File: src/rtl/te_act_pkg.sv
// Package: shared signal-class codes and controller states.
// Assumes the line receiver already maps the line signal onto these codes.
package te_act_pkg;
    typedef enum logic [2:0] {
        SIG_INFO0 = 3'd0,
        SIG_INFO1 = 3'd1,
        SIG_INFO2 = 3'd2,
        SIG_INFO3 = 3'd3,
        SIG_INFO4 = 3'd4,
        SIG_ANY   = 3'd5,
        SIG_NONE  = 3'd7
    } sig_class_t;

    typedef enum logic [2:0] {
        ST_IDLE    = 3'd0,
        ST_WAKE    = 3'd1,
        ST_ALIGN   = 3'd2,
        ST_ANSWER  = 3'd3,
        ST_RUNNING = 3'd4
    } act_state_t;

    function automatic logic far_end_present(input logic [2:0] c);
        return (c == SIG_INFO2) || (c == SIG_INFO4) || (c == SIG_ANY);
    endfunction
endpackage

File: src/rtl/te_info2_verify.sv
// Module: counts consecutive frame strobes that see aligned INFO2.
// Assumes frame_stb is a one-cycle pulse. Any cycle without aligned INFO2
// restarts the run. The count saturates at RUN_LEN.
module te_info2_verify #(
    parameter int RUN_LEN = 3
) (
    input  logic       clk,
    input  logic       rst_n,
    input  logic [2:0] rx_class,
    input  logic       rx_aligned,
    input  logic       frame_stb,
    output logic       verified
);
    import te_act_pkg::*;

    localparam int CW = $clog2(RUN_LEN + 1);

    logic [CW-1:0] run_cnt;
    logic          good;

    assign good = rx_aligned && (rx_class == SIG_INFO2);

    // Run counter: restart on a bad cycle, advance on a good strobe.
    always_ff @(posedge clk) begin
        if (!rst_n || !good)
            run_cnt <= '0;
        else if (frame_stb && (run_cnt != CW'(RUN_LEN)))
            run_cnt <= run_cnt + 1'b1;
    end

    assign verified = good && (run_cnt == CW'(RUN_LEN));
endmodule

File: src/rtl/te_act_fsm.sv
// Module: handshake state machine and self-clearing request bit.
// Assumes the inputs are synchronous to clk. The request bit is taken up
// only in the idle state, and clears on any exit from idle.
module te_act_fsm (
    input  logic                   clk,
    input  logic                   rst_n,
    input  logic [2:0]             rx_class,
    input  logic                   rx_aligned,
    input  logic                   info2_ok,
    input  logic                   req_wr,
    output te_act_pkg::act_state_t state,
    output logic                   req_pending,
    output logic                   err_flag
);
    import te_act_pkg::*;

    act_state_t nxt;
    logic       info4_ok;

    assign info4_ok = rx_aligned && (rx_class == SIG_INFO4);

    // Next-state decision from the current state and receive conditions.
    always_comb begin
        nxt = state;
        unique case (state)
            ST_IDLE: begin
                if (info4_ok)                       nxt = ST_RUNNING;
                else if (far_end_present(rx_class)) nxt = ST_ALIGN;
                else if (req_pending)               nxt = ST_WAKE;
            end
            ST_WAKE:    if (far_end_present(rx_class)) nxt = ST_ALIGN;
            ST_ALIGN: begin
                if (info4_ok)      nxt = ST_RUNNING;
                else if (info2_ok) nxt = ST_ANSWER;
            end
            ST_ANSWER: begin
                if (info4_ok)        nxt = ST_RUNNING;
                else if (!rx_aligned) nxt = ST_ALIGN;
            end
            ST_RUNNING: begin
                if (!rx_aligned)                nxt = ST_ALIGN;
                else if (rx_class != SIG_INFO4) nxt = ST_ANSWER;
            end
            default: nxt = ST_IDLE;
        endcase
    end

    // State register.
    always_ff @(posedge clk) begin
        if (!rst_n) state <= ST_IDLE;
        else        state <= nxt;
    end

    // Request bit: set by a host write while idle, cleared on leaving idle.
    always_ff @(posedge clk) begin
        if (!rst_n)
            req_pending <= 1'b0;
        else if (state == ST_IDLE && nxt != ST_IDLE)
            req_pending <= 1'b0;
        else if (state == ST_IDLE && req_wr)
            req_pending <= 1'b1;
        else if (state != ST_IDLE)
            req_pending <= 1'b0;
    end

    // Error flag: raised on alignment loss while running, cleared on return.
    always_ff @(posedge clk) begin
        if (!rst_n)
            err_flag <= 1'b0;
        else if (state == ST_RUNNING && !rx_aligned)
            err_flag <= 1'b1;
        else if (nxt == ST_RUNNING)
            err_flag <= 1'b0;
    end
endmodule

File: src/rtl/te_act_ctrl.sv
// Module: top of the terminal activation controller. It drives the transmit
// class from the state machine, applies the force bit and builds the status
// bits. Assumes rx_class, rx_aligned and frame_stb are synchronous to clk.
module te_act_ctrl #(
    parameter int VERIFY_FRAMES = 3
) (
    input  logic       clk,
    input  logic       rst_n,
    input  logic [2:0] rx_class,
    input  logic       rx_aligned,
    input  logic       frame_stb,
    input  logic       req_wr,
    input  logic       force_info3,
    output logic [2:0] tx_class,
    output logic       req_pending,
    output logic       st_aligned,
    output logic       st_active,
    output logic       st_error
);
    import te_act_pkg::*;

    act_state_t state;
    logic       info2_ok;
    logic [2:0] hs_tx;

    te_info2_verify #(.RUN_LEN(VERIFY_FRAMES)) u_verify (
        .clk        (clk),
        .rst_n      (rst_n),
        .rx_class   (rx_class),
        .rx_aligned (rx_aligned),
        .frame_stb  (frame_stb),
        .verified   (info2_ok)
    );

    te_act_fsm u_fsm (
        .clk         (clk),
        .rst_n       (rst_n),
        .rx_class    (rx_class),
        .rx_aligned  (rx_aligned),
        .info2_ok    (info2_ok),
        .req_wr      (req_wr),
        .state       (state),
        .req_pending (req_pending),
        .err_flag    (st_error)
    );

    // Handshake transmit class from the current state.
    always_comb begin
        unique case (state)
            ST_WAKE:               hs_tx = SIG_INFO1;
            ST_ANSWER, ST_RUNNING: hs_tx = SIG_INFO3;
            default:               hs_tx = SIG_INFO0;
        endcase
    end

    // Force bit overrides the handshake.
    assign tx_class = force_info3 ? 3'(SIG_INFO3) : hs_tx;

    // Status bits from the receive and transmit classes.
    assign st_aligned = rx_aligned && (rx_class == SIG_INFO2 || rx_class == SIG_INFO4);
    assign st_active  = (tx_class == SIG_INFO3) && (rx_class == SIG_INFO4);
endmodule

File: config.mk
export PLATFORM = sky130hd
export DESIGN_NAME = te_act_ctrl
export DESIGN_NICKNAME = d
export VERILOG_FILES = /design/src/rtl/te_act_pkg.sv /design/src/rtl/te_info2_verify.sv /design/src/rtl/te_act_fsm.sv /design/src/rtl/te_act_ctrl.sv
export SDC_FILE = /design/constraint.sdc
export NUM_CORES = 1
export LEC_CHECK = 0
export BUFFER_PORTS_ARGS = -buffer_cell sky130_fd_sc_hd__clkbuf_2
export CAP_MARGIN = 20
export CORE_AREA = 4 4 41 43
export CTS_BUF_LIST = sky130_fd_sc_hd__clkbuf_4
export DETAILED_ROUTE_END_ITERATION = 16
export DIE_AREA = 0 0 45 47
export HOLD_SLACK_MARGIN = 0.15
export SETUP_SLACK_MARGIN = 0.2
export SLEW_MARGIN = 10
export SYNTH_ARGS = -nofsm -noshare
export SYNTH_HDL_FRONTEND = slang
export SYNTH_SLANG_ARGS = --single-unit
File: constraint.sdc
create_clock -name clk -period 1.8 [get_ports clk]
set_input_delay 0.36 -clock clk [delete_from_list [all_inputs] [get_ports clk]]
set_output_delay 0.36 -clock clk [all_outputs]
set_load 0.05 [all_outputs]
==> run metrics <==
status=complete, no violations; critical path class=flop to output port; startpoint type of the worst setup path=flop; synth unique cells=32; # IOs=16; setup TNS=0 ns; root buffer cell=clkbuf_4; maximum clock path buffer count=2; core box area=1300 µm²; worst vdd ir=0.337 mV; Yosys warnings=0; area grow syn2layout=42.5%; MaxCap Viol Count=0; global-route met3 utilization=0.0651; die area=2120 µm²; Top FF cell, synth=dfxtp_1; fin worst setup slack=0.164 ns; CP Max Fanout=4; count of state elements after synthesis=7; nets=90; Synth top cells by count=8 x nand2_1, 7 x dfxtp_1, 5 x nor2_1, 4 x nor2b_1; CTS Buf Count=3; Detail Route Antenna Nets=0; filler instances=118; worst hold-check slack=0.384 ns; Synth Net Count=70; hpwl dp=823 µm; port bufs=14; antenna violations before repair=0; vias=483; met2 GRT Util=0.167; Synth top area share=0.294; final setup violation count=0; H-Tree Depth=1; drt first pass iters=4; Starting Density=0.366; leakage=0.000280 µW; post-synthesis sequential area ratio=0.294; Ant. Diodes=0; top cells by area in the synthesized netlist=dfxtp_1 29%, nand2_1 6.3%, nor2b_1 5.2%; GRT Total Usage=0.119; f_max=0.611 GHz; Top Usage Layer GRT=met2; via-per-instance ratio=5.14; asr flop ratio synth=0; fin area=679 µm²; CP required=1.44 ns; cts hold-fix bufs=0; Overall Power=442 µW; RSZ-0062 raised after global routing=yes; wire per inst=10.9 µm; Mean Syn Cell Area=7.95 µm²; Setup crit end kind=output port; mapped cell area=477 µm²; # rows=13; Cell Pwr Density=650 nW/µm²; WL final=1.03 mm; final hold violation count=0; Syn Inst Count=60; Die W=45 µm; Worst Path Arrival=1.28 ns; Worst Clk Skew=0.000852 ns; Tightest Hold Check Type=input pin to flop; number of global-route vias before repair=421; area of the multi-input gates=353 µm²; period utilization=0.909; Initial DRC Count=10; minimum clock period=1.64 ns; FF/Latch Area=149 µm²; GP Congestion=0.786; clk slew on worst S/H paths=0.05 ns; Worst-Skew Late Latency=0.25 ns; placed inst area=594 µm²; CTS tree=built; largest net degree at the start of global routing=12; Post-synth EDFFs=0; share of post-route cells with drive strength above 1=0.418; first-pass GRT wire length=1.80 mm; pre-CTS setup slack=0.169 ns; Sink Count=7; grt ovf=0; DRC=0; count leader, synth=nand2_1; die height=47 µm; area leader, netlist=dfxtp_1; final slew viol count=0; met1 Usage GRT=0.156
==> cell usage in the layout (no fill, tap or decap), drive strengths merged <==
master,Yosys,final
and4bb,2,2
buf,2,5
nor4,1,1
o311ai,1,1
a211oi,1,1
nand4bb,1,1
o2111ai,1,1
o21ai,1,1
xnor2,1,1
inv,3,3
nor2,5,5
nand2b,2,2
dfxtp,7,7
nand3,1,1
conb,1,1
and2,1,1
a32o,1,1
o31ai,1,1
a31o,2,2
o211ai,1,1
nor3,2,2
nor2b,4,4
nor3b,1,1
or3b,1,1
ha,1,1
a2111oi,1,1
a21oi,3,3
nand2,8,8
a2bb2oi,1,1
clkbuf,1,17
mux2i,1,1
==> power breakdown <==
group          switching (µW)  internal, µW
sequential               8.12           160
clock                    57.8          99.6
combinational            71.4          45.3
total                     137           305
==> critical path, cell delays in order (launching register included) <==
cell and delay [ns]:
dfxtp_4 0.37, nor2b_4 0.16, nand2_2 0.09, a211oi_4 0.22, buf_8 0.18
==> cells by family (layout without fill, tap and decap cells) <==
logic type / Yosys count / after routing / synth area share
AOI/OAI and AO/OA: 14 / 14 / 0.220
adders and majority gates: 1 / 1 / 0.0262
buffers and inverters: 6 / 25 / 0.0630
and+or+nand+nor: 29 / 29 / 0.349
other: 1 / 1 / 0.00787
DFF: 7 / 7 / 0.294
muxes: 1 / 1 / 0.0210
xor gates and xnor gates: 1 / 1 / 0.0184
==> flip-flops by register name, indices dropped and copies added (netlist names) <==
register / flops
u_fsm.err_flag: 1
u_fsm.state: 3
u_verify.run_cnt: 2
u_fsm.req_pending: 1
==> final cells by class <==
cell class / count / share of cell area
tap: 15 / 0.0276
inverter: 3 / 0.0166
sequential: 7 / 0.219
multi-input combinational: 47 / 0.519
clock buffer: 4 / 0.0442
timing repair buffer: 18 / 0.173
==> what timing repair did <==
action / in CTS / in global routing
endpoints found under the hold margin: 0 / 0
resized for setup: 9 / 6
buffers inserted: 2 / 0
endpoints found under the setup margin: 3 / 4
==> final timing paths <==
| path | slack [ns] | cells past startpoint | startpoint | to |
|---|---|---|---|---|
| max reg2reg | 0.37 | 5 | u_verify.run_cnt[0]$_SDFFE_PP0P_ | u_fsm.state[0]$_SDFF_PN0_ |
| min reg2reg | 0.49 | 2 | u_fsm.err_flag$_SDFFE_PN0P_ | u_fsm.err_flag$_SDFFE_PN0P_ |
| max | 0.16 | 4 | u_fsm.state[0]$_SDFF_PN0_ | st_active |
| min | 0.38 | 2 | rst_n | u_fsm.state[1]$_SDFF_PN0_ |
==> metrics by stage <==
step,cells,utilization
3_3_place_gp,88,0.457
6_report,94,0.522
3_5_place_dp,88,0.457
2_1_floorplan,60,-
4_1_cts,94,0.516
5_1_grt,94,0.522
==> routing by layer <==
| layer | share of wire | up-vias |
|---|---|---|
| met2 | 0.43 | 14 |
| met4 | 0 | 0 |
| li1 | - | 257 |
| met3 | 0.088 | 0 |
| met5 | 0 | - |
| met1 | 0.48 | 212 |
(Power assumes the default switching activity.)
